<file path="src/rtl/coh_dir_pkg.sv">
package coh_dir_pkg;

  typedef enum logic [1:0] {
    ST_INV = 2'd0,
    ST_SHR = 2'd1,
    ST_EXC = 2'd2
  } unit_state_t;

  typedef enum logic [1:0] {
    PK_NONE = 2'd0,
    PK_FRD  = 2'd1,
    PK_FWR  = 2'd2,
    PK_ACK  = 2'd3
  } pend_kind_t;

  localparam logic [1:0] MSG_RD    = 2'd0;
  localparam logic [1:0] MSG_WR    = 2'd1;
  localparam logic [1:0] MSG_ACK   = 2'd2;
  localparam logic [1:0] MSG_ODONE = 2'd3;

  localparam logic [2:0] RSP_DATA  = 3'd0;
  localparam logic [2:0] RSP_FRD   = 3'd1;
  localparam logic [2:0] RSP_FWR   = 3'd2;
  localparam logic [2:0] RSP_INV   = 3'd3;
  localparam logic [2:0] RSP_GRANT = 3'd4;

endpackage

</file>
<file path="src/rtl/coh_lowbit.sv">
module coh_lowbit #(
  parameter int NUM = 4,
  localparam int IW = (NUM > 1) ? $clog2(NUM) : 1
) (
  input  logic [NUM-1:0] vec,
  output logic [IW-1:0]  idx,
  output logic           found
);
  // lowest set bit wins: scan from the top so the last hit is the lowest
  always_comb begin
    found = 1'b0;
    idx   = '0;
    for (int i = NUM - 1; i >= 0; i--) begin
      if (vec[i]) begin
        found = 1'b1;
        idx   = IW'(i);
      end
    end
  end
endmodule

</file>
<file path="src/rtl/coh_inv_seq.sv">
module coh_inv_seq #(
  parameter int NUM_REQ = 4,
  parameter int NUM_BLK = 8,
  localparam int RW = (NUM_REQ > 1) ? $clog2(NUM_REQ) : 1,
  localparam int BW = (NUM_BLK > 1) ? $clog2(NUM_BLK) : 1
) (
  input  logic               clk,
  input  logic               rst,
  input  logic               load,
  input  logic [NUM_REQ-1:0] load_mask,
  input  logic [BW-1:0]      load_blk,
  input  logic [RW-1:0]      load_writer,
  output logic               emit,
  output logic [RW-1:0]      emit_dst,
  output logic [BW-1:0]      emit_blk,
  output logic [RW-1:0]      emit_writer
);
  logic [NUM_REQ-1:0] mask_q;
  logic [BW-1:0]      blk_q;
  logic [RW-1:0]      writer_q;

  coh_lowbit #(.NUM(NUM_REQ)) pick_i (
    .vec  (mask_q),
    .idx  (emit_dst),
    .found(emit)
  );

  assign emit_blk    = blk_q;
  assign emit_writer = writer_q;

  always_ff @(posedge clk) begin
    if (rst) begin
      mask_q   <= '0;
      blk_q    <= '0;
      writer_q <= '0;
    end else if (load) begin
      mask_q   <= load_mask;
      blk_q    <= load_blk;
      writer_q <= load_writer;
    end else if (emit) begin
      mask_q[emit_dst] <= 1'b0;
    end
  end
endmodule

</file>
<file path="src/rtl/coh_home_dir.sv">
module coh_home_dir
  import coh_dir_pkg::*;
#(
  parameter int NUM_REQ = 4,
  parameter int NUM_BLK = 8,
  localparam int RW = (NUM_REQ > 1) ? $clog2(NUM_REQ) : 1,
  localparam int BW = (NUM_BLK > 1) ? $clog2(NUM_BLK) : 1,
  localparam int CW = $clog2(NUM_REQ + 1)
) (
  input  logic          clk,
  input  logic          rst,
  input  logic          req_valid,
  output logic          req_ready,
  input  logic [1:0]    req_type,
  input  logic [RW-1:0] req_src,
  input  logic [BW-1:0] req_blk,
  output logic          rsp_valid,
  output logic [2:0]    rsp_type,
  output logic [RW-1:0] rsp_dst,
  output logic [BW-1:0] rsp_blk,
  output logic [RW-1:0] rsp_req
);
  // directory entries
  unit_state_t        dir_st  [NUM_BLK];
  logic [NUM_REQ-1:0] dir_cp  [NUM_BLK];
  logic [RW-1:0]      dir_own [NUM_BLK];
  pend_kind_t         dir_pk  [NUM_BLK];
  logic [RW-1:0]      dir_pr  [NUM_BLK];
  logic [CW-1:0]      dir_ac  [NUM_BLK];

  // addressed entry
  unit_state_t        ent_st;
  logic [NUM_REQ-1:0] ent_cp;
  logic [RW-1:0]      ent_own;
  pend_kind_t         ent_pk;
  logic [RW-1:0]      ent_pr;
  logic [CW-1:0]      ent_ac;

  logic [NUM_REQ-1:0] src_oh, own_oh, pr_oh, inv_mask;
  logic [CW-1:0]      inv_cnt;
  logic               is_miss, fire, seq_load;
  logic               seq_emit;
  logic [RW-1:0]      seq_dst, seq_writer;
  logic [BW-1:0]      seq_blk;

  always_comb begin
    ent_st  = dir_st[req_blk];
    ent_cp  = dir_cp[req_blk];
    ent_own = dir_own[req_blk];
    ent_pk  = dir_pk[req_blk];
    ent_pr  = dir_pr[req_blk];
    ent_ac  = dir_ac[req_blk];
    src_oh  = '0;
    src_oh[req_src] = 1'b1;
    own_oh  = '0;
    own_oh[ent_own] = 1'b1;
    pr_oh   = '0;
    pr_oh[ent_pr] = 1'b1;
    inv_mask = ent_cp & ~src_oh;
    inv_cnt  = '0;
    for (int i = 0; i < NUM_REQ; i++) inv_cnt = inv_cnt + CW'(inv_mask[i]);
  end

  assign is_miss   = (req_type == MSG_RD) || (req_type == MSG_WR);
  assign req_ready = !seq_emit && !(is_miss && ent_pk != PK_NONE);
  assign fire      = req_valid && req_ready;
  assign seq_load  = fire && req_type == MSG_WR && ent_st == ST_SHR && (|inv_mask);

  coh_inv_seq #(.NUM_REQ(NUM_REQ), .NUM_BLK(NUM_BLK)) inv_seq_i (
    .clk        (clk),
    .rst        (rst),
    .load       (seq_load),
    .load_mask  (inv_mask),
    .load_blk   (req_blk),
    .load_writer(req_src),
    .emit       (seq_emit),
    .emit_dst   (seq_dst),
    .emit_blk   (seq_blk),
    .emit_writer(seq_writer)
  );

  always_ff @(posedge clk) begin
    if (rst) begin
      for (int b = 0; b < NUM_BLK; b++) begin
        dir_st[b]  <= ST_INV;
        dir_cp[b]  <= '0;
        dir_own[b] <= '0;
        dir_pk[b]  <= PK_NONE;
        dir_pr[b]  <= '0;
        dir_ac[b]  <= '0;
      end
      rsp_valid <= 1'b0;
      rsp_type  <= RSP_DATA;
      rsp_dst   <= '0;
      rsp_blk   <= '0;
      rsp_req   <= '0;
    end else begin
      rsp_valid <= 1'b0;
      rsp_blk   <= req_blk;
      if (seq_emit) begin
        rsp_valid <= 1'b1;
        rsp_type  <= RSP_INV;
        rsp_dst   <= seq_dst;
        rsp_blk   <= seq_blk;
        rsp_req   <= seq_writer;
      end else if (fire) begin
        case (req_type)
          MSG_RD: begin
            rsp_valid <= 1'b1;
            rsp_req   <= req_src;
            if (ent_st == ST_EXC) begin
              dir_pk[req_blk] <= PK_FRD;
              dir_pr[req_blk] <= req_src;
              rsp_type <= RSP_FRD;
              rsp_dst  <= ent_own;
            end else begin
              dir_st[req_blk] <= ST_SHR;
              dir_cp[req_blk] <= (ent_st == ST_INV) ? src_oh : (ent_cp | src_oh);
              rsp_type <= RSP_DATA;
              rsp_dst  <= req_src;
            end
          end
          MSG_WR: begin
            rsp_req <= req_src;
            if (ent_st == ST_EXC) begin
              dir_pk[req_blk] <= PK_FWR;
              dir_pr[req_blk] <= req_src;
              rsp_valid <= 1'b1;
              rsp_type  <= RSP_FWR;
              rsp_dst   <= ent_own;
            end else if (seq_load) begin
              dir_pk[req_blk] <= PK_ACK;
              dir_pr[req_blk] <= req_src;
              dir_ac[req_blk] <= inv_cnt;
            end else begin
              dir_st[req_blk]  <= ST_EXC;
              dir_own[req_blk] <= req_src;
              dir_cp[req_blk]  <= src_oh;
              rsp_valid <= 1'b1;
              rsp_type  <= RSP_GRANT;
              rsp_dst   <= req_src;
            end
          end
          MSG_ACK: begin
            if (ent_pk == PK_ACK) begin
              if (ent_ac == CW'(1)) begin
                dir_st[req_blk]  <= ST_EXC;
                dir_own[req_blk] <= ent_pr;
                dir_cp[req_blk]  <= pr_oh;
                dir_pk[req_blk]  <= PK_NONE;
                dir_ac[req_blk]  <= '0;
                rsp_valid <= 1'b1;
                rsp_type  <= RSP_GRANT;
                rsp_dst   <= ent_pr;
                rsp_req   <= ent_pr;
              end else begin
                dir_ac[req_blk] <= ent_ac - CW'(1);
              end
            end
          end
          default: begin
            if (ent_pk == PK_FRD) begin
              dir_st[req_blk] <= ST_SHR;
              dir_cp[req_blk] <= own_oh | pr_oh;
              dir_pk[req_blk] <= PK_NONE;
            end else if (ent_pk == PK_FWR) begin
              dir_own[req_blk] <= ent_pr;
              dir_cp[req_blk]  <= pr_oh;
              dir_pk[req_blk]  <= PK_NONE;
            end
          end
        endcase
      end
    end
  end
endmodule

</file>
<file path="config.mk">
export PLATFORM = sky130hd
export DESIGN_NAME = coh_home_dir
export DESIGN_NICKNAME = d
export VERILOG_FILES = /design/src/rtl/coh_dir_pkg.sv /design/src/rtl/coh_lowbit.sv /design/src/rtl/coh_inv_seq.sv /design/src/rtl/coh_home_dir.sv
export SDC_FILE = /design/constraint.sdc
export NUM_CORES = 1
export LEC_CHECK = 0
export ABC_AREA = 1
export BUFFER_PORTS_ARGS = -buffer_cell sky130_fd_sc_hd__buf_4
export CAP_MARGIN = 20
export CORE_MARGIN = 5
export CORE_UTILIZATION = 49
export CTS_CLUSTER_SIZE = 16
export DETAILED_ROUTE_END_ITERATION = 8
export GPL_ROUTABILITY_DRIVEN = 0
export PLACE_DENSITY = 0.78
export SETUP_SLACK_MARGIN = 0.15
export SYNTH_ARGS = -nofsm -noshare
export SYNTH_HDL_FRONTEND = slang
export SYNTH_SLANG_ARGS = --single-unit
</file>
<file path="constraint.sdc">
create_clock -name clk -period 3.2 [get_ports clk]
set_clock_uncertainty 0.15 [all_clocks]
set_input_delay 0.16 -clock clk [delete_from_list [all_inputs] [get_ports clk]]
set_output_delay 0.16 -clock clk [all_outputs]
set_load 0.02 [all_outputs]
</file>
==> results of run 1 <==
-- what timing repair did --
action,4_1_cts,5_1_grt
hold buffers,3,0
resized for setup,0,10
setup endpoints to repair,0,142
endpoints found under the hold margin,8,0
-- final timing paths --
check	from	end	slack, ps	cells past startpoint
worst max register to register	dir_cp[3][1]	dir_pk[1][0]	290	14
worst max-delay path	dir_cp[3][1]	dir_pk[1][0]	290	14
worst min register to register	rsp_type[2]	rsp_type[2]	320	2
worst min-delay path	req_type[1]	rsp_valid	60	5
-- cells by family after synthesis --
family,after synthesis,share of synthesized area
adders and majority gates,11,0.01919
buffers and inverters,116,0.06701
and+or+nand+nor,469,0.2819
xor gates and xnor gates,1,0.001158
AOI/OAI and AO/OA,131,0.1013
DFF,140,0.5295
-- cell usage after synthesis (all sizes together) --
cell,n
nand3,37
buf,19
nor2,140
a22o,6
clkinv,4
a211oi,3
a311oi,1
ha,10
o2bb2ai,2
clkbuf,11
o22ai,1
o211ai,3
nand4,7
a221oi,5
edfxtp,120
nor3,14
fa,1
xnor2,1
dfxtp,20
inv,82
nand2,270
a21oi,56
a31oi,2
a22oi,3
nor4,1
o21ai,49
-- worst min-delay path, cell delays in order --
cell and delay (ps):
buf_4 110, ha_1 140, nor2_1 40, o21ai_0 70, a21oi_1 70
-- registers in the layout, summed over array words and instances (netlist names), 2 cells and up --
signal                 cells
dir_cp                    32
rsp_blk                    3
dir_ac                    24
inv_seq_i.emit_blk         3
rsp_type                   3
inv_seq_i.emit_writer      2
dir_pk                    16
rsp_req                    2
rsp_dst                    2
dir_pr                    16
dir_st                    16
inv_seq_i.mask_q           4
dir_own                   16
-- per-layer routing --
metal	GRT usage	vias up	part of all wire	routed length, µm
met2	0.3852	316	0.48	9701
li1	-	3007	-	-
met5	0	-	0	0
met4	0.09276	0	0.039	790
met1	0.2906	2975	0.39	7904
met3	0.06227	73	0.089	1791
-- layout make-up --
type / count / area, µm² / share of cell area
sequential: 140 / 4004 / 0.4576
multi-input combinational: 612 / 3110 / 0.3555
timing repair buffer: 70 / 545.5 / 0.06235
clock buffer: 17 / 425.4 / 0.04862
inverter: 86 / 329.1 / 0.03761
tap: 188 / 235.2 / 0.02688
clock inverter: 15 / 100.1 / 0.01144
-- cells in the final DEF, fill, tap and decap left out, drive strengths merged, types with 2 or more instances in the layout --
cell and count:
nand2 270, nor2 140, edfxtp 120, inv 85, buf 67, a21oi 56
o21ai 49, nand3 37, dfxtp 20, clkbuf 17, nor3 14, clkinv 12
ha 10, nand4 7, a22o 6, a221oi 5, clkinvlp 4, a211oi 3
o211ai 3, dlygate4sd3 3, a22oi 3, o2bb2ai 2, a31oi 2
-- power groups by stage --
stage | logic, mW | registers, mW | clock network, mW
after floorplan | 0.360 | 2.11 | 0
after global placement | 0.549 | 2.11 | 0
after detailed placement | 0.560 | 2.11 | 0
after CTS | 0.566 | 2.07 | 1.77
after global routing | 0.631 | 2.08 | 1.86
final | 0.580 | 2.07 | 1.76
==> flow_metrics.tcl, run 1 <==
set metrics [dict create \
    outcome "complete, no violations" \
    synth_seq_cells 140 \
    critPathArrivalTime_ps 2890 \
    design_area_mm2 0.008750 \
    power_frac_seq 0.470 \
    setup-tns-final_ps 0 \
    timing.hold.ws_ps 60.68 \
    syn2layout_area_growth_pct 15.70 \
    fin_util 0.5777 \
    h-tree-depth 4 \
    drt-vias-per-instance 5.648 \
    clkTransAtPathRegs_ps 60 \
    tightest_slew_ps 718.4 \
    initial_utilization 0.4993 \
    startpoint_type "flip-flop" \
    finalHoldViolCount 0 \
    cts_made_buffers 17 \
    dp_hpwl_um 14620 \
    clockPowerShare 0.398 \
    port_buffers 21 \
    min_period_over_period 0.9105 \
    cts-root-buf "clkbuf_16" \
    ant_nets 0 \
    cts_sinks 140 \
    die_area_mm2 0.01802 \
    antenna_found_initial 0 \
    syn_nets 889 \
    critPathBufInv 1 \
    place_ws_ps -75.00 \
    cellPowerDensity_mw_per_mm2 504.0 \
    dp.cells 1093 \
    switchingPower_mw 1.201 \
    cts_setup_buffers 0 \
    worst_slack_ps 286.4 \
    die_h_um 134.2 \
    maxSlewViolCount 0 \
    maxCapViolations 0 \
    grt_pass1_vias 6302 \
    slew_headroom 0.5211 \
    grt_max_degree 61 \
    synth_cell_type_count 44 \
    rsz0062_at_grt "true" \
    slowest_stage "edfxtp_1" \
    grt_pass1_wl_um 32600 \
    drc 0 \
    syn-cell-area_mm2 0.007562 \
    synth_top_area_share 0.4765 \
    critical_path.most_common_cell "nand2_1" \
    netlist_instances 868 \
    crit_type "reg -> reg" \
    fin_cells 1128 \
    cp_max_fo 9 \
    p_total_mw 4.410 \
    max_stage_delay_ps 430 \
    min_period_ps 2914 \
    required_ps 3180 \
    place_area_mm2 0.008158 \
    drt-total-wl_um 20190 \
    syn_area_per_cell_um2 8.712 \
    drive_gt1_frac 0.1851 \
    p_leak_nw 3.825 \
    path_delay_family "simple AND/OR/NAND/NOR gates" \
    drtIter0Drc 697 \
    crit_chain "nand2_1 > nand2_1 > a221oi_2 > nand2_1 > o21ai_0 > buf_4 > ha_1 > nand3_2 > nand2_1 > nor2_4 > o21ai_4 > o21ai_4 > nor2_4 > o21ai_1" \
    finalSetupViolCount 0 \
    p_int_mw 3.209 \
    combPwrFrac 0.132 \
    antenna_cells 0 \
    vias 6371 \
    core_area_mm2 0.01515 \
    peakVddDrop_uv 386.3 \
    ys_seq_area_frac 0.5295 \
    max_freq_mhz 343.2 \
    cts_tree "done" \
    hold_path_class "in -> reg" \
    synth_top_area_cell "edfxtp_1" \
    synth.area.top_cells "edfxtp_1 (48%), nand2_1 (12%), nor2_1 (6.4%)" \
    nNetsFinal 948 \
    ys_warn_count 0 \
    drt_first_pass_iters 6 \
    grt_use_total 0.2325 \
    p_sw_frac 0.2723 \
    gr-total-overflow 0 \
    cp-end-kind "flip-flop" \
    insertion_delay_ps 430 \
    row_count 45 \
    pin_count 22 \
    fillers 1254 \
    post_drt_wl_per_cell_um 17.90 \
    cts_buffer_depth 2 \
    die_x_um 134.2 \
]
Power figures use the tool's default switching activity.
==> run 2, diff against run 1 <==
- REMOVE_ABC_BUFFERS: not set -> 1
==> flow_metrics.tcl, run 2 (synthesis results as in run 1) <==
set metrics [dict create \
    ant_nets 0 \
    peakVddDrop_uv 409.4 \
    vias 6491 \
    p_leak_nw 4.104 \
    die_h_um 134.2 \
    finalSetupViolCount 0 \
    maxCapViolations 0 \
    drive_gt1_frac 0.2018 \
    reg_top3 "dir_cp (32), dir_ac (24)" \
    tightest_slew_ps 693.1 \
    dp_hpwl_um 14740 \
    drt_first_pass_iters 6 \
    drt-met1-wl_um 8089 \
    post_drt_wl_per_cell_um 17.37 \
    final_common_cell "nand2_1" \
    finalHoldViolCount 0 \
    max_freq_mhz 346.1 \
    maxUsedRoutingLayer "met4" \
    cellPowerDensity_mw_per_mm2 516.3 \
    timing.hold.ws_ps 38.17 \
    max_stage_delay_ps 410 \
    min_period_ps 2889 \
    h-tree-depth 4 \
    wl_met2_um 10050 \
    drc 0 \
    min_period_over_period 0.9029 \
    cp-end-kind "flip-flop" \
    place_ws_ps -64.87 \
    pin_count 22 \
    gr-total-overflow 0 \
    grt_use_total 0.2302 \
    worst_slack_ps 310.7 \
    cts_made_buffers 17 \
    port_buffers 21 \
    required_ps 3160 \
    outcome "complete, no violations" \
    slew_headroom 0.5380 \
    nNetsFinal 989 \
    row_count 45 \
    critPathArrivalTime_ps 2850 \
    p_total_mw 4.754 \
    die_x_um 134.2 \
    hold_path_class "in -> reg" \
    clkTransAtPathRegs_ps 60 \
    slowest_stage "edfxtp_1" \
    cts-root-buf "clkbuf_16" \
    largest_reg_flops 32 \
    grt_pass1_vias 6194 \
    cts_buffer_depth 2 \
    die_area_mm2 0.01802 \
    startpoint_type "flip-flop" \
    drt-total-wl_um 20310 \
    grt_max_degree 61 \
    largest-register "dir_cp" \
    wl_met3_um 1539 \
    cts_sinks 140 \
    insertion_delay_ps 430 \
    initial_utilization 0.4993 \
    antenna_found_initial 0 \
    drtIter0Drc 650 \
    syn2layout_area_growth_pct 21.76 \
    core_area_mm2 0.01515 \
    drt-vias-per-instance 5.553 \
    regToRegSetupSlack_ps 310 \
    cts_tree "done" \
    crit_chain "a22o_1 > a221oi_2 > nand4_1 > inv_1 > ha_1 > nand3_1 > nor2_1 > nand2_1 > nor2_4 > inv_2 > buf_4 > nand2_2 > nor3_4 > buf_12 > o21ai_1" \
    maxSlewViolCount 0 \
    grt_pass1_wl_um 31870 \
    cp_max_fo 8 \
    fillers 1238 \
    rsz0062_at_grt "false" \
    antenna_cells 0 \
    crit_type "reg -> reg" \
    final_cell_mix "nand2_1 (250), nor2_1 (129), edfxtp_1 (120)" \
]
[run 2: cell types whose count changed in the layout (fill, tap and decap cells not counted), sizes merged]
cell and change:
clkbuf +5, bufinv +3, clkinvlp -3, clkinv -1, inv -4, buf +41
[run 2: repair_timing]
item	in CTS	in global routing
hold buffers	3	0
endpoints found under the hold margin	9	0
gates resized for setup	0	10
endpoints found under the setup margin	0	64
setup buffers	0	0
[run 2: path summary, 6_finish.rpt]
path | from | end | cells after the start
setup / recovery | dir_ac[1][1] | dir_st[6][0] | 15
hold / removal | req_type[1] | rsp_valid | 5
setup reg to reg | dir_ac[1][1] | dir_st[6][0] | 15
hold reg to reg | rsp_req[1] | rsp_req[1] | 2
[run 2: layout make-up]
class / instances / area, µm² / area share
clock buffers: 22 / 474.2 / 0.05150
clock inverters: 10 / 138.9 / 0.01508
inverters: 86 / 327.8 / 0.03560
multi-input cells: 612 / 3062 / 0.3325
flip-flops and latches: 140 / 4004 / 0.4348
well taps: 188 / 235.2 / 0.02555
repair buffers: 111 / 965.9 / 0.1049
[run 2: power by group]
group / switching [mW] / total [mW] / internal, mW
logic: 0.410 / 0.647 / 0.237
clock network: 0.748 / 2.03 / 1.29
registers: 0.0257 / 2.07 / 2.05
[run 2: per-layer routing]
layer,vias to the layer above,track usage
met2,284,0.3832
met1,3074,0.2945
li1,3078,-
met5,-,0
met4,0,0.08597
met3,55,0.05251
[run 2: worst max-delay path, delay by kind of cell, from the launching register on]
family | cells | cell delay (ps)
AO/OA/AOI/OAI | 3 | 670
adder cells (fa/ha/maj) | 1 | 140
buffers and inverters | 4 | 430
flip-flops | 1 | 410
AND/OR/NAND/NOR | 7 | 760
[run 2: per-stage QoR]
| stage | TNS [ps] | util | area [µm²] | std cells |
|---|---|---|---|---|
| after floorplan | 0 | - | 7383 | 838 |
| after global placement | 0 | 0.5648 | 8554 | 1134 |
| after detailed placement | -491.1 | 0.5648 | 8554 | 1134 |
| after CTS | 0 | 0.6073 | 9198 | 1169 |
| after global routing | 0 | 0.6079 | 9208 | 1169 |
| final | 0 | 0.6079 | 9208 | 1169 |
